**src/rtl/spi_seq_pkg.sv**
```systemverilog
package spi_seq_pkg;

   localparam int BUILD_STD  = 0;
   localparam int BUILD_DUAL = 1;
   localparam int BUILD_QUAD = 2;

   localparam logic [7:0] OP_READ      = 8'h03;
   localparam logic [7:0] OP_FAST_READ = 8'h0B;
   localparam logic [7:0] OP_DUAL_READ = 8'h3B;
   localparam logic [7:0] OP_QUAD_READ = 8'h6B;

   localparam int ADDR_BYTES = 3;

   typedef enum logic [1:0] {
      LN_1 = 2'd0,
      LN_2 = 2'd1,
      LN_4 = 2'd2
   } lane_e;

   typedef struct packed {
      logic  addr_phase;
      logic  dummy;
      lane_e lanes;
   } cmd_info_t;

   typedef enum logic [2:0] {
      S_IDLE  = 3'd0,
      S_CMD   = 3'd1,
      S_ADDR  = 3'd2,
      S_WDATA = 3'd3,
      S_DUMMY = 3'd4,
      S_RDATA = 3'd5
   } seq_state_e;

endpackage

```
**src/rtl/spi_byte_fifo.sv**
```systemverilog
module spi_byte_fifo #(
   parameter int DEPTH = 16,
   parameter int WIDTH = 8,
   localparam int AW = $clog2(DEPTH),
   localparam int CW = AW + 1
) (
   input  logic             clk,
   input  logic             rst_n,
   input  logic             push,
   input  logic [WIDTH-1:0] din,
   input  logic             pop,
   output logic [WIDTH-1:0] dout,
   output logic [CW-1:0]    count
);

   if ((1 << AW) != DEPTH) begin : g_bad_depth
      $error("spi_byte_fifo: DEPTH must be a power of two");
   end

   logic [WIDTH-1:0] mem [DEPTH];
   logic [AW-1:0]    wr_ptr;
   logic [AW-1:0]    rd_ptr;
   logic             do_push;
   logic             do_pop;

   assign do_push = push && (count != CW'(DEPTH));
   assign do_pop  = pop  && (count != '0);
   assign dout    = mem[rd_ptr];

   always_ff @(posedge clk) begin
      if (do_push) mem[wr_ptr] <= din;
   end

   always_ff @(posedge clk or negedge rst_n) begin
      if (!rst_n) begin
         wr_ptr <= '0;
         rd_ptr <= '0;
         count  <= '0;
      end else begin
         if (do_push) wr_ptr <= wr_ptr + 1'b1;
         if (do_pop)  rd_ptr <= rd_ptr + 1'b1;
         case ({do_push, do_pop})
            2'b10:   count <= count + 1'b1;
            2'b01:   count <= count - 1'b1;
            default: count <= count;
         endcase
      end
   end

   a_r1_count_bound: assert property (@(posedge clk) disable iff (!rst_n)
      count <= CW'(DEPTH))
      else $error("a_r1_count_bound");

   a_r1_pop_moves: assert property (@(posedge clk) disable iff (!rst_n)
      (pop && count != '0 && !push) |=> (count == $past(count) - 1'b1))
      else $error("a_r1_pop_moves");

endmodule

```
**src/rtl/spi_sck_tick.sv**
```systemverilog
module spi_sck_tick #(
   parameter int HALF = 1,
   localparam int TW = (HALF > 1) ? $clog2(HALF) : 1
) (
   input  logic clk,
   input  logic rst_n,
   input  logic en,
   output logic tick
);

   if (HALF < 1) begin : g_bad_half
      $error("spi_sck_tick: HALF must be at least 1");
   end

   if (HALF == 1) begin : g_every_cycle
      assign tick = en;
   end else begin : g_counted
      logic [TW-1:0] cnt;
      always_ff @(posedge clk or negedge rst_n) begin
         if (!rst_n)                        cnt <= '0;
         else if (!en)                      cnt <= '0;
         else if (cnt == TW'(HALF - 1))     cnt <= '0;
         else                               cnt <= cnt + 1'b1;
      end
      assign tick = en && (cnt == TW'(HALF - 1));

      a_r4_tick_spacing: assert property (@(posedge clk) disable iff (!rst_n)
         tick |=> !tick)
         else $error("a_r4_tick_spacing");
   end

endmodule

```
**src/rtl/spi_cmd_decode.sv**
```systemverilog
module spi_cmd_decode
   import spi_seq_pkg::*;
#(
   parameter int BUILD_MODE = BUILD_QUAD
) (
   input  logic [7:0] opcode,
   output cmd_info_t  info
);

   localparam cmd_info_t GENERIC = '{addr_phase: 1'b0, dummy: 1'b0, lanes: LN_1};

   if (BUILD_MODE == BUILD_QUAD) begin : g_quad
      always_comb begin
         case (opcode)
            OP_READ:      info = '{addr_phase: 1'b1, dummy: 1'b0, lanes: LN_1};
            OP_FAST_READ: info = '{addr_phase: 1'b1, dummy: 1'b1, lanes: LN_1};
            OP_DUAL_READ: info = '{addr_phase: 1'b1, dummy: 1'b1, lanes: LN_2};
            OP_QUAD_READ: info = '{addr_phase: 1'b1, dummy: 1'b1, lanes: LN_4};
            default:      info = GENERIC;
         endcase
      end
   end else if (BUILD_MODE == BUILD_DUAL) begin : g_dual
      always_comb begin
         case (opcode)
            OP_READ:      info = '{addr_phase: 1'b1, dummy: 1'b0, lanes: LN_1};
            OP_FAST_READ: info = '{addr_phase: 1'b1, dummy: 1'b1, lanes: LN_1};
            OP_DUAL_READ: info = '{addr_phase: 1'b1, dummy: 1'b1, lanes: LN_2};
            default:      info = GENERIC;
         endcase
      end
   end else begin : g_std
      always_comb begin
         case (opcode)
            OP_READ:      info = '{addr_phase: 1'b1, dummy: 1'b0, lanes: LN_1};
            OP_FAST_READ: info = '{addr_phase: 1'b1, dummy: 1'b1, lanes: LN_1};
            default:      info = GENERIC;
         endcase
      end
   end

   always_comb begin
      a_r10_lane_legal: assert (info.lanes != 2'd3)
         else $error("a_r10_lane_legal");
      a_r10_no_dummy_generic: assert (info.addr_phase || !info.dummy)
         else $error("a_r10_no_dummy_generic");
   end

endmodule

```
**src/rtl/spi_flash_seq.sv**
```systemverilog
module spi_flash_seq
   import spi_seq_pkg::*;
#(
   parameter int FIFO_DEPTH = 16,
   parameter int BUILD_MODE = BUILD_QUAD,
   parameter int CLK_DIV    = 4,
   parameter int LEN_W      = 16
) (
   input  logic             clk,
   input  logic             rst_n,
   input  logic             start,
   input  logic [LEN_W-1:0] rd_len,
   input  logic             tx_wr_en,
   input  logic [7:0]       tx_wr_data,
   output logic             tx_full,
   input  logic             rx_rd_en,
   output logic [7:0]       rx_rd_data,
   output logic             rx_empty,
   output logic             busy,
   output logic             done,
   output logic             sck,
   output logic             cs_n,
   output logic [3:0]       io_out,
   output logic [3:0]       io_oe,
   input  logic [3:0]       io_in
);

   localparam int HALF = CLK_DIV / 2;
   localparam int CW   = $clog2(FIFO_DEPTH) + 1;
   localparam logic [CW-1:0] FULL_LVL = CW'(FIFO_DEPTH);
   localparam logic [CW-1:0] NEAR_LVL = CW'(FIFO_DEPTH - 1);

   if (FIFO_DEPTH != 16 && FIFO_DEPTH != 256) begin : g_bad_depth
      $error("spi_flash_seq: FIFO_DEPTH must be 16 or 256");
   end
   if (CLK_DIV < 2 || (CLK_DIV % 2) != 0) begin : g_bad_div
      $error("spi_flash_seq: CLK_DIV must be even and at least 2");
   end
   if (BUILD_MODE < BUILD_STD || BUILD_MODE > BUILD_QUAD) begin : g_bad_mode
      $error("spi_flash_seq: BUILD_MODE out of range");
   end
   if (LEN_W < 1) begin : g_bad_len
      $error("spi_flash_seq: LEN_W must be positive");
   end

   seq_state_e       state, state_nx;
   logic             sck_q, cs_q, done_q;
   logic [7:0]       sh_out, sh_in, sample_nxt;
   logic [2:0]       clk_idx;
   logic [1:0]       addr_left;
   logic [LEN_W-1:0] remain, len_q;
   cmd_info_t        info_q, dec_info;

   logic [7:0]    tx_head;
   logic [CW-1:0] tx_cnt, rx_cnt;
   logic          tx_empty;
   logic          tx_pop, rx_push;
   logic          tick, unit_last, unit_end, drive;
   seq_state_e    rd_entry;

   // FIFOs
   spi_byte_fifo #(.DEPTH(FIFO_DEPTH), .WIDTH(8)) u_tx_fifo (
      .clk   (clk),
      .rst_n (rst_n),
      .push  (tx_wr_en),
      .din   (tx_wr_data),
      .pop   (tx_pop),
      .dout  (tx_head),
      .count (tx_cnt)
   );

   spi_byte_fifo #(.DEPTH(FIFO_DEPTH), .WIDTH(8)) u_rx_fifo (
      .clk   (clk),
      .rst_n (rst_n),
      .push  (rx_push),
      .din   (sh_in),
      .pop   (rx_rd_en),
      .dout  (rx_rd_data),
      .count (rx_cnt)
   );

   assign tx_empty = (tx_cnt == '0);
   assign tx_full  = (tx_cnt == FULL_LVL);
   assign rx_empty = (rx_cnt == '0);

   // Half-period strobe and command decode
   spi_sck_tick #(.HALF(HALF)) u_tick (
      .clk   (clk),
      .rst_n (rst_n),
      .en    (state != S_IDLE),
      .tick  (tick)
   );

   spi_cmd_decode #(.BUILD_MODE(BUILD_MODE)) u_decode (
      .opcode (tx_head),
      .info   (dec_info)
   );

   // Bit packing: how many clocks make a unit, and how input lanes fill a byte
   always_comb begin
      if (state == S_RDATA) begin
         case (info_q.lanes)
            LN_4:    unit_last = (clk_idx == 3'd1);
            LN_2:    unit_last = (clk_idx == 3'd3);
            default: unit_last = (clk_idx == 3'd7);
         endcase
      end else begin
         unit_last = (clk_idx == 3'd7);
      end
   end

   always_comb begin
      case (info_q.lanes)
         LN_4:    sample_nxt = {sh_in[3:0], io_in[3:0]};
         LN_2:    sample_nxt = {sh_in[5:0], io_in[1:0]};
         default: sample_nxt = {sh_in[6:0], io_in[1]};
      endcase
   end

   assign unit_end = (state != S_IDLE) && tick && sck_q && unit_last;

   // Phase sequencing
   always_comb begin
      rd_entry = ((len_q != '0) && (rx_cnt < FULL_LVL)) ? S_RDATA : S_IDLE;
      state_nx = state;
      case (state)
         S_IDLE:  if (start && !tx_empty) state_nx = S_CMD;
         S_CMD:   if (unit_end) state_nx = info_q.addr_phase ? S_ADDR :
                                           (!tx_empty ? S_WDATA : rd_entry);
         S_ADDR:  if (unit_end && addr_left == 2'd0)
                     state_nx = info_q.dummy ? S_DUMMY : rd_entry;
         S_WDATA: if (unit_end && tx_empty) state_nx = rd_entry;
         S_DUMMY: if (unit_end) state_nx = rd_entry;
         S_RDATA: if (unit_end && !((remain > LEN_W'(1)) && (rx_cnt < NEAR_LVL)))
                     state_nx = S_IDLE;
         default: state_nx = S_IDLE;
      endcase
   end

   always_comb begin
      tx_pop = 1'b0;
      if (state == S_IDLE)
         tx_pop = (state_nx == S_CMD);
      else if (unit_end && !tx_empty)
         tx_pop = (state == S_CMD) || (state == S_WDATA) ||
                  (state == S_ADDR && addr_left != 2'd0);
   end

   assign rx_push = unit_end && (state == S_RDATA);

   always_ff @(posedge clk or negedge rst_n) begin
      if (!rst_n) begin
         state     <= S_IDLE;
         sck_q     <= 1'b0;
         cs_q      <= 1'b1;
         done_q    <= 1'b0;
         sh_out    <= '0;
         sh_in     <= '0;
         clk_idx   <= '0;
         addr_left <= '0;
         remain    <= '0;
         len_q     <= '0;
         info_q    <= '{addr_phase: 1'b0, dummy: 1'b0, lanes: LN_1};
      end else begin
         state  <= state_nx;
         done_q <= 1'b0;
         if (state == S_IDLE) begin
            if (state_nx == S_CMD) begin
               cs_q    <= 1'b0;
               sh_out  <= tx_head;
               info_q  <= dec_info;
               len_q   <= rd_len;
               clk_idx <= '0;
            end
         end else if (tick) begin
            sck_q <= !sck_q;
            if (!sck_q) begin
               if (state == S_RDATA) sh_in <= sample_nxt;
            end else if (!unit_last) begin
               clk_idx <= clk_idx + 1'b1;
               sh_out  <= {sh_out[6:0], 1'b0};
            end else begin
               clk_idx <= '0;
               sh_out  <= tx_pop ? tx_head : 8'h00;
               if (state == S_CMD && info_q.addr_phase)
                  addr_left <= 2'(ADDR_BYTES - 1);
               else if (state == S_ADDR && addr_left != 2'd0)
                  addr_left <= addr_left - 1'b1;
               if (state == S_RDATA)
                  remain <= remain - 1'b1;
               else if (state_nx == S_RDATA)
                  remain <= len_q;
               if (state_nx == S_IDLE) begin
                  cs_q   <= 1'b1;
                  done_q <= 1'b1;
               end
            end
         end
      end
   end

   // Lane direction: only command, address and write bytes drive IO0
   assign drive  = (state == S_CMD) || (state == S_ADDR) || (state == S_WDATA);
   assign io_out = {3'b000, sh_out[7]};
   assign io_oe  = {3'b000, drive};
   assign sck    = sck_q;
   assign cs_n   = cs_q;
   assign busy   = (state != S_IDLE);
   assign done   = done_q;

   // Assertions
   a_r4_idle_low: assert property (@(posedge clk) disable iff (!rst_n)
      cs_n |-> !sck)
      else $error("a_r4_idle_low");

   a_r4_hold_on_rise: assert property (@(posedge clk) disable iff (!rst_n)
      $rose(sck) |-> ($stable(io_out) && $stable(io_oe)))
      else $error("a_r4_hold_on_rise");

   a_r4_sample_on_rise: assert property (@(posedge clk) disable iff (!rst_n)
      !$stable(sh_in) |-> $rose(sck))
      else $error("a_r4_sample_on_rise");

   a_r3_no_overflow: assert property (@(posedge clk) disable iff (!rst_n)
      rx_push |-> (rx_cnt < FULL_LVL))
      else $error("a_r3_no_overflow");

   a_r5_cmd_driven: assert property (@(posedge clk) disable iff (!rst_n)
      $fell(cs_n) |-> (io_oe == 4'b0001 && !sck))
      else $error("a_r5_cmd_driven");

   a_r11_done_pulse: assert property (@(posedge clk) disable iff (!rst_n)
      done |-> (cs_n && !busy) ##1 !done)
      else $error("a_r11_done_pulse");

   a_r11_busy_frame: assert property (@(posedge clk) disable iff (!rst_n)
      !cs_n |-> busy)
      else $error("a_r11_busy_frame");

   a_r2_no_empty_start: assert property (@(posedge clk) disable iff (!rst_n)
      (!busy && start && tx_empty) |=> (cs_n && !busy))
      else $error("a_r2_no_empty_start");

endmodule

```
**config.mk**
```make
export PLATFORM = sky130hd
export DESIGN_NAME = spi_flash_seq
export DESIGN_NICKNAME = d
export VERILOG_FILES = /design/src/rtl/spi_seq_pkg.sv /design/src/rtl/spi_byte_fifo.sv /design/src/rtl/spi_sck_tick.sv /design/src/rtl/spi_cmd_decode.sv /design/src/rtl/spi_flash_seq.sv
export SDC_FILE = /design/constraint.sdc
export NUM_CORES = 1
export LEC_CHECK = 0
export BUFFER_PORTS_ARGS = -buffer_cell sky130_fd_sc_hd__clkbuf_2
export CELL_PAD_IN_SITES_DETAIL_PLACEMENT = 1
export CELL_PAD_IN_SITES_GLOBAL_PLACEMENT = 1
export CORE_ASPECT_RATIO = 0.9
export CORE_MARGIN = 2
export CORE_UTILIZATION = 35
export CTS_CLUSTER_DIAMETER = 150
export DETAILED_ROUTE_END_ITERATION = 6
export PLACE_DENSITY = 0.68
export SLEW_MARGIN = 40
export SYNTH_ARGS = -nofsm -noshare
export SYNTH_HDL_FRONTEND = slang
export SYNTH_HIERARCHICAL = 1
export SYNTH_SLANG_ARGS = --single-unit
```
**constraint.sdc**
```tcl
create_clock -name clk -period 5.4 [get_ports clk]
set_input_delay 0.27 -clock clk [delete_from_list [all_inputs] [get_ports clk]]
set_output_delay 0.27 -clock clk [all_outputs]
set_load 0.01 [all_outputs]
```
[Yosys cells after proc, flatten, opt, wreduce, memory -nomap -nowiden]
Memory sizes are Yosys's and may differ from the RTL's.
Index checks and enable logic that the tools add are counted.
Cells by class
  $add $sub $neg: 12
  equality and inequality tests: 24
  bitwise gates (word level): 2
  magnitude comparators: 3
  reduce and logical (&&, ||, !) cells: 50
  mux-type cells: 51
Operator list (number)
  8-bit two-way mux: 6
  3-bit two-way mux: 15
  16-bit two-way mux: 2
  1-bit two-way mux: 20
  5-bit one-hot mux with 2 select lines: 2
  1-bit logical AND: 18
  3-bit one-hot mux with 6 select lines: 1
  2-bit nonzero test: 9
  4-bit by 1-bit adder with 4-bit output, second input constant: 4
  16-bit by 1-bit greater-than comparator with 1-bit output, second input constant: 1
  4-bit one-hot mux with 4 select lines: 1
  8-bit one-hot mux with 2 select lines: 1
  16-bit nonzero test: 1
  16-bit by 1-bit subtractor with 16-bit output, second input constant: 1
  5-bit AND reduction: 3
  3-bit equality test, second input constant: 4
  5-bit by 1-bit adder with 5-bit output, second input constant: 2
  5-bit zero test: 2
  5-bit inequality test, second input constant: 2
  5-bit nonzero test: 2
  5-bit by 1-bit subtractor with 5-bit output, second input constant: 2
  3-bit by 1-bit equality test with 1-bit output, second input constant: 3
  3-bit by 2-bit equality test with 1-bit output, second input constant: 3
  8-bit by 2-bit equality test with 1-bit output, second input constant: 1
  other kinds (23): 36
Storage, ports and cells
  memory bits (writable): 256
  logic and storage cells: 164
  flip-flop bits (word level): 90
  memories: 2
  output and inout port bits: 22
Memories
  u_rx_fifo.mem: depth 16, bits a word 8, read ports 1, clocked after memory_dff 0, wr ports 1, line spi_byte_fifo.sv:20  | logic [WIDTH-1:0] mem [DEPTH];
  u_tx_fifo.mem: depth 16, bits a word 8, read ports 1, clocked after memory_dff 0, wr ports 1, line spi_byte_fifo.sv:20

[Depth between registers and ports, before layout]
Gate-level depths: netlist (run 1).
  depth after elaboration: 15
  mapped depth: 21
  depth with buffers taken out: 17

[By module]
Netlist (run 1), hierarchy kept.
Modules (own cells, without submodules)
  spi_byte_fifo: times used 2, seq. area each 4169.0 um2, cells each 329, area an instance 5751.8 um2
  spi_flash_seq: times used 1, seq. area each 1577.8 um2, cells each 376, area an instance 3544.6 um2
  spi_cmd_decode: times used 1, seq. area each 0.0 um2, cells each 12, area an instance 86.3 um2
  spi_sck_tick: times used 1, seq. area each 25.0 um2, cells each 3, area an instance 41.3 um2

[Worst setup path after synthesis (run 1)]
No wires, ideal clock.
  path type: register to register
  from: reg info_q[0] in the netlist's numbering
  to: reg u_rx_fifo.count[4]
  cell stages (with the launch flop): 21
  buffers on the path: 4
  data required time: 5.274 ns
  library setup time: 0.126 ns
  period minus slack after synthesis: 3.825 ns
  arrival: 3.698 ns
  slack: 1.575 ns
  cells stage by stage: dfrtp_1 inv_1 ha_1 clkbuf_1 and4bb_2 o2111ai_1 nor2b_1 clkbuf_1 nand2_1 inv_1 buf_2 o21a_1 buf_6 inv_1 ha_1 ha_1 nor2b_1 o21ai_0 a21oi_1 or3b_1 xnor2_1
On the way
  cells in the longest elaborated chain, start to end: 8
Ends and longest elaborated chain
  from (decl): line spi_flash_seq.sv:52  | cmd_info_t info_q, dec_info;
  from (signal assigned): line spi_flash_seq.sv:163  | info_q <= '{addr_phase: 1'b0, dummy: 1'b0, lanes: LN_1};
  from (signal assigned): line spi_flash_seq.sv:171  | info_q <= dec_info;
  2-bit by 1-bit equality test with 1-bit output / 2-bit equality test (equally long branches): line spi_flash_seq.sv:102  | case (info_q.lanes)
  1-bit one-hot mux with 2 select lines *: line spi_flash_seq.sv:102
  1-bit two-way mux *: line spi_flash_seq.sv:101  | if (state == S_RDATA) begin
  1-bit logical AND *: line spi_flash_seq.sv:120  | assign unit_end = (state != S_IDLE) && tick && sck_q && unit_last;
  1-bit logical AND *: line spi_flash_seq.sv:149  | assign rx_push = unit_end && (state == S_RDATA);
  net rx_push: line spi_flash_seq.sv:57  | logic tx_pop, rx_push;
  1-bit logical AND *: line spi_byte_fifo.sv:26  | assign do_push = push && (count != CW'(DEPTH));
  2-bit by 1-bit equality test with 1-bit output / 2-bit equality test (equally long branches): line spi_byte_fifo.sv:42  | case ({do_push, do_pop})
  5-bit one-hot mux with 2 select lines / 2-bit nonzero test (equally long branches)
  to (signal assigned): line spi_byte_fifo.sv:43  | 2'b10: count <= count + 1'b1;
  to (signal assigned): line spi_byte_fifo.sv:44  | 2'b01: count <= count - 1'b1;
  to (signal assigned): line spi_byte_fifo.sv:45  | default: count <= count;
  to (decl): line spi_byte_fifo.sv:13  | output logic [CW-1:0] count
Mark *: on every way through the listed nets, which the timed path passes. The rest lies on a longest branch.
A chain may end at the register's enable or synchronous reset.

[Worst setup path after layout (run 1)]
  from: reg info_q[0] in the netlist's numbering
  to: reg u_rx_fifo.count[4]
On the way
  cells in the longest elaborated chain, start to end: 8
Ends and longest elaborated chain (line)
  2-bit by 1-bit equality test with 1-bit output / 2-bit equality test (equally long branches): spi_flash_seq.sv:102
  1-bit one-hot mux with 2 select lines *: spi_flash_seq.sv:102
  1-bit two-way mux *: spi_flash_seq.sv:101
  1-bit logical AND *: spi_flash_seq.sv:120
  1-bit logical AND *: spi_flash_seq.sv:149
  1-bit logical AND *: spi_byte_fifo.sv:26
  2-bit by 1-bit equality test with 1-bit output / 2-bit equality test (equally long branches): spi_byte_fifo.sv:42
  5-bit one-hot mux with 2 select lines / 2-bit nonzero test (equally long branches)
Every way passes the cells marked *; elsewhere a longest branch is shown, timed or not.

==> results.sh, run 1 <==
export IMPL_die_h_um=202
export IMPL_p_sw_uw=2300
export IMPL_p_comb_share_pct=20.3
export IMPL_maxSlewViolCount=0
export IMPL_ant_nets=0
export IMPL_cp_max_fo=17
export IMPL_via_count=8852
export IMPL_drcViolationCount=0
export IMPL_cts_path_max_buffers=3
export IMPL_diodes=0
export IMPL_netlist_cell_type_count=77
export IMPL_first_global_vias=9334
export IMPL_setup_tns_final_ns=0
export IMPL_initial_core_util_pct=35.4
export IMPL_multi_input_area_um2=4830
export IMPL_cp_data_required_time_ns=5.82
export IMPL_viasPerCell=5.22
export IMPL_synth_edf_count=256
export IMPL_yosys_area_top_type="edfxtp_1"
export IMPL_finClkSkew_ns=0.0243
export IMPL_synth_top_cells_by_area="edfxtp_1 (51%), dfrtp_1 (15%), mux4_2 (4.7%), mux2i_1 (3.4%), mux2_2 (2.7%)"
export IMPL_cts_made_buffers=37
export IMPL_synth_ff_type="edfxtp_1"
export IMPL_area_growth_pct=14.2
export IMPL_io_buffers=48
export IMPL_antenna_found_initial=0
export IMPL_drtIter0Drc=521
export IMPL_ff_latch_area_um2=9950
export IMPL_fin_nets=1171
export IMPL_critPathLaunchType="register"
export IMPL_die_w_um=223
export IMPL_synth_top_area_share_pct=50.7
export IMPL_root_buffer="clkbuf_16"
export IMPL_drt_pass1_iterations=5
export IMPL_clock_sinks=346
export IMPL_gp_congestion=0.817
export IMPL_cts_tree="built"
export IMPL_synthCells=1049
export IMPL_ys_warn_count=6
export IMPL_core_um2=42900
export IMPL_wire_per_inst_um=20.4
export IMPL_regToRegSetupSlack_ns=0.54
export IMPL_cp_end_kind="register"
export IMPL_hold_class="in2reg"
export IMPL_grt_pass1_wl_mm=54.8
export IMPL_fill_cells=4382
export IMPL_avgSynthCellArea_um2=14.5
export IMPL_leakagePower_uw=0.00662
export IMPL_grt_start_max_net_pins=50
export IMPL_clockPowerShare_pct=33.1
export IMPL_post_route_min_period_ns=4.86
export IMPL_switching_share_pct=30.6
export IMPL_wl_mm=34.6
export IMPL_cts_repair_resize_count=0
export IMPL_synth_seq_cells=346
export IMPL_power_density_nw_per_um2=432
export IMPL_synth_most_common_cell="edfxtp_1"
export IMPL_ys_top_cells_by_count="edfxtp_1 (256), dfrtp_1 (89), o21ai_0 (64)"
export IMPL_io_pins=55
export IMPL_track_usage_pct=15.5
export IMPL_rsz0062_at_grt="no"
export IMPL_die_area_um2=45000
export IMPL_max_freq_ghz=0.206
export IMPL_pwr_share_seq_pct=46.6
export IMPL_crit_arrival_ns=5.28
export IMPL_yosysSeqAreaShare_pct=65.5
export IMPL_cts_clk_slew_worst_paths_ns=0.06
export IMPL_ir_drop_uv=292
export IMPL_fin_crit_sh_pct=90.1
export IMPL_relSlewSlack_pct=43.6
export IMPL_fin_util_pct=40.4
export IMPL_rows=72
export IMPL_hold_viol=0
export IMPL_clk_latency_ns=0.57
export IMPL_grt_overflow=0
export IMPL_cellInternalPower_uw=5200
export IMPL_htreeDepth=2
export IMPL_synth_area_um2=15200
export IMPL_setup_viol=0
export IMPL_status="completed"
export IMPL_cap_violations=0
export IMPL_crit_type="reg2reg"
export IMPL_worstMarginPinSlew_ns=0.842
export IMPL_dp_final_hpwl_mm=23.1
export IMPL_drive_gt1_share_pct=19.8
export IMPL_async_flop_share_pct=26.0
worst paths after layout:
kind / from / end / cells past startpoint
max reg2reg: info_q[0] / u_rx_fifo/count[4] / 16
min reg2reg: cs_n / cs_n / 2
max in group asynchronous: rst_n / u_tx_fifo/count[3] / 3
max: info_q[0] / u_rx_fifo/count[4] / 16
min: io_in[1] / sh_in[1] / 3
min in group asynchronous: rst_n / u_rx_fifo/rd_ptr[3] / 2
power groups by stage:
stage / registers, uW / clock network [uW] / logic, uW
after floorplan: 3290 / 0 / 1260
after CTS: 3490 / 2550 / 1530
after detailed placement: 3550 / 0 / 1510
after global routing: 3540 / 2650 / 1690
final: 3490 / 2480 / 1520
after global placement: 3530 / 0 / 1480
logic make-up (layout without fill, tap and decap cells):
group	Yosys count	in the layout	synth area share [%]
AO/OA/AOI/OAI	214	214	9.41
buffers and inverters	95	181	2.99
multiplexers	122	122	11.0
flip-flops	346	346	65.5
adder cells (fa/ha/maj)	27	27	2.33
other	1	6	0.0247
AND/OR/NAND/NOR	220	220	7.31
XOR/XNOR	24	24	1.39
flip-flops by register name, indices dropped and copies added (netlist names), 2 cells and up:
register and count:
u_tx_fifo/count 5, info_q 4, u_tx_fifo/wr_ptr 4, u_rx_fifo/count 5, state 3, u_tx_fifo/mem 128
len_q 16, clk_idx 3, sh_out 8, sh_in 8, u_rx_fifo/mem 128, u_tx_fifo/rd_ptr 4
u_rx_fifo/wr_ptr 4, remain 16, u_rx_fifo/rd_ptr 4, addr_left 2
placed cells by master (no fill, tap or decap), types with 16 or more instances in the layout:
cell type      synthesis  final
dfrtp_1               89     84
clkbuf_16              0     37
mux2i_1               52     52
inv_1                 31     31
mux4_2                32     32
o21ai_0               64     64
dlygate4sd3_1          0     17
nor2_1                55     48
clkbuf_2               0     47
a221oi_1              16     16
edfxtp_1             256    256
a22oi_1               34     34
a21oi_1               46     46
nand3_1               22     22
buf_4                 16     18
ha_1                  25     25
nand2_1               63     63
mux2_2                36     36
critical path, cell delays in order, from the launching register on:
cell and delay, ns:
dfrtp_1 0.37, inv_1 0.06, ha_1 0.61, and4bb_2 0.32
o21ai_1 0.13, nor2b_1 0.50, nand2_1 0.27, inv_1 0.40
o21a_1 0.43, inv_1 0.09, ha_1 0.27, ha_1 0.34
nor2b_1 0.15, o21ai_0 0.22, a21oi_1 0.10, or3b_1 0.36
xnor2_1 0.13
timing repair:
item	4_1_cts	5_1_grt
hold buffers	17	0
setup buffers	0	0
hold endpoints to repair	57	0
per-stage QoR:
step	worst slack (ns)	cell area (um2)	hold slack (ns)	cells	total power (uW)
after floorplan	1.58	15200	-0.0256	1054	4550
after global placement	0.703	15900	0.289	1610	5010
after detailed placement	0.608	15900	0.290	1610	5060
after CTS	0.554	17300	0.0385	1695	7580
after global routing	0.175	17300	0.0580	1695	7870
final	0.536	17300	0.0518	1695	7490
cell type report:
type | count | area share [%]
clock buffer | 50 | 5.91
clock inverter | 18 | 1.00
inverter | 31 | 0.671
multi-input combinational | 613 | 27.9
sequential | 346 | 57.4
tap | 555 | 4.01
timing repair buffer | 82 | 3.12
layer usage:
metal / routed length (um) / global-route usage, %
met5: 0 / 0
met3: 1470 / 2.91
met1: 16000 / 21.7
met4: 692 / 4.29
met2: 16400 / 24.9
(Power assumes the default switching activity.)
==> inputs of run 2 (changes only) <==
CORE_MARGIN = 4   (was 2)
PLACE_DENSITY = default   (was 0.68)
PLACE_DENSITY_LB_ADDON = 0.12   (was default)
==> run 2 against run 1 <==
Compared with the run above: fmax up 7.4%; power up 1.7%; clock power is 5% higher; sequential cell count unchanged; final area grew 0.38%; sequential power is essentially flat; first-iteration DRC count increased by 14%; global-route usage up 0.70 points; core utilization up 0.15 points; register-to-register slack better by 0.34 ns; largest power group unchanged.
==> results.sh, run 2 (same netlist as run 1, synthesis figures left out) <==
export IMPL_status="completed"
export IMPL_setup_tns_final_ns=0
export IMPL_fin_nets=1175
export IMPL_die_area_um2=46800
export IMPL_ir_drop_uv=207
export IMPL_rows=72
export IMPL_io_buffers=48
export IMPL_p_sw_uw=2280
export IMPL_critical_path_depth=17
export IMPL_first_global_vias=9358
export IMPL_placed_area_um2=16000
export IMPL_die_h_um=206
export IMPL_hold_class="in2reg"
export IMPL_final_cell_area_um2=17400
export IMPL_setup_viol=0
export IMPL_critPathMaxStageDelay_ns=0.50
export IMPL_dp_final_hpwl_mm=24.4
export IMPL_diodes=0
export IMPL_post_route_min_period_ns=4.53
export IMPL_crit_type="reg2reg"
export IMPL_viasPerCell=5.27
export IMPL_pwr_share_seq_pct=45.6
export IMPL_cp_max_fo=17
export IMPL_htreeDepth=2
export IMPL_rr_worst_depth=17
export IMPL_crit_end="u_rx_fifo/count[4]"
export IMPL_fin_util_pct=40.6
export IMPL_cp_data_required_time_ns=5.82
export IMPL_max_freq_ghz=0.221
export IMPL_fin_crit_sh_pct=83.8
export IMPL_leakagePower_uw=0.00666
export IMPL_critPathLaunchType="register"
export IMPL_via_count=8932
export IMPL_timing_rr_start="info_q[0]"
export IMPL_regToRegSetupSlack_ns=0.87
export IMPL_antenna_found_initial=0
export IMPL_core_um2=42900
export IMPL_io_pins=55
export IMPL_final_cell_mix="edfxtp_1 (256), dfrtp_1 (85), o21ai_0 (64), nand2_1 (63), mux2i_1 (52)"
export IMPL_wl_mm=37.2
export IMPL_ant_nets=0
export IMPL_cellInternalPower_uw=5340
export IMPL_reg2reg_to="u_rx_fifo/count[4]"
export IMPL_grt_overflow=0
export IMPL_mostFrequentLayoutCell="edfxtp_1"
export IMPL_cpLargestDelayFamily="simple AND/OR/NAND/NOR gates"
export IMPL_drcViolationCount=0
export IMPL_crit_arrival_ns=4.95
export IMPL_clockPowerShare_pct=34.1
export IMPL_p_comb_share_pct=20.3
export IMPL_cts_made_buffers=39
export IMPL_critPathBufInv=4
export IMPL_finClkSkew_ns=0.0239
export IMPL_grt_pass1_wl_mm=58.0
export IMPL_clock_sinks=346
export IMPL_hold_viol=0
export IMPL_worstMarginPinSlew_ns=0.824
export IMPL_cts_path_max_buffers=3
export IMPL_drtIter0Drc=592
export IMPL_drt_pass1_iterations=5
export IMPL_die_w_um=227
export IMPL_critPathSlowestCell="ha_1"
export IMPL_reg_top3="u_rx_fifo/mem (128), u_tx_fifo/mem (128)"
export IMPL_relSlewSlack_pct=44.9
export IMPL_wire_per_inst_um=21.9
export IMPL_switching_share_pct=29.9
export IMPL_cp_end_kind="register"
export IMPL_whs_ns=0.0517
export IMPL_clk_latency_ns=0.55
export IMPL_area_growth_pct=14.6
export IMPL_root_buffer="clkbuf_16"
export IMPL_worstPathCellList="inv_1, ha_1, and4bb_2, o2111ai_1, nor2b_1, buf_4, nand2_1, inv_1, o21a_1, inv_1, ha_1, ha_1, nor2b_1, o21ai_0, a21oi_1, or3b_1, xnor2_1"
export IMPL_initial_core_util_pct=35.4
export IMPL_cts_tree="built"
export IMPL_rsz0062_at_grt="no"
export IMPL_power_uw=7620
export IMPL_cts_clk_slew_worst_paths_ns=0.06
export IMPL_grt_start_max_net_pins=56
export IMPL_cap_violations=0
export IMPL_power_density_nw_per_um2=438
export IMPL_setup_worst_path_start="info_q[0]"
export IMPL_drive_gt1_share_pct=20.1
export IMPL_maxSlewViolCount=0
export IMPL_gp_congestion=0.783
export IMPL_track_usage_pct=16.2
-- run 2: changes by cell type in the layout (fill, tap and decap cells not counted), sizes merged --
cell | before | now
clkinv | 12 | 10
bufinv | 1 | 3
clkbuf | 97 | 96
clkinvlp | 4 | 3
buf | 18 | 20
-- run 2: power groups by stage --
| stage | Combinational, uW | Sequential [uW] | Clock [uW] |
|---|---|---|---|
| 2_1_floorplan | 1260 | 3290 | 0 |
| 3_3_place_gp | 1530 | 3520 | 0 |
| 3_5_place_dp | 1550 | 3530 | 0 |
| 4_1_cts | 1560 | 3480 | 2690 |
| 5_1_grt | 1720 | 3520 | 2810 |
| 6_report | 1540 | 3470 | 2600 |
-- run 2: cell type report --
class,count,area (um2)
sequential,346,9950
clock inverter,17,183
multi-input combinational,613,4830
clock buffer,49,1060
fill,4358,25500
inverter,31,116
tap,555,694
timing repair buffer,84,559
-- run 2: repair_timing --
action                                 CTS  global route
hold buffers                            17             0
buffers inserted                         0             0
endpoints found under the hold margin   50             0
resized for setup                        0             0
-- run 2: worst min-delay path by stage --
stage               cells past startpoint      from                   to
floorplan                               0     rst_n         addr_left[0]
global placement                        1     rst_n  u_rx_fifo/rd_ptr[2]
detailed placement                      1     rst_n  u_rx_fifo/rd_ptr[2]
CTS                                     3  io_in[0]             sh_in[0]
global route                            3  io_in[0]             sh_in[0]
finish                                  3  io_in[0]             sh_in[0]
-- run 2: routing by layer --
| metal | up-vias | track usage [%] | wire length, um |
|---|---|---|---|
| met2 | 124 | 25.3 | 17400 |
| li1 | 4143 | - | - |
| met1 | 4620 | 23.9 | 17600 |
| met4 | 0 | 4.04 | 634 |
| met3 | 45 | 2.80 | 1550 |
| met5 | - | 0 | 0 |
-- run 2: worst register-to-register path, cell delays in order, from the launching register on --
cell and delay, ns:
dfrtp_1 0.36, inv_1 0.05, ha_1 0.50, and4bb_2 0.41, o2111ai_1 0.13, nor2b_1 0.15
buf_4 0.16, nand2_1 0.18, inv_1 0.38, o21a_1 0.43, inv_1 0.08, ha_1 0.27
ha_1 0.33, nor2b_1 0.15, o21ai_0 0.23, a21oi_1 0.10, or3b_1 0.36, xnor2_1 0.13
-- run 2: through the flow --
stage,cells,setup slack [ns]
5_1_grt,1695,0.550
3_3_place_gp,1612,0.954
2_1_floorplan,1054,1.58
4_1_cts,1695,0.908
3_5_place_dp,1612,0.921
6_report,1695,0.873
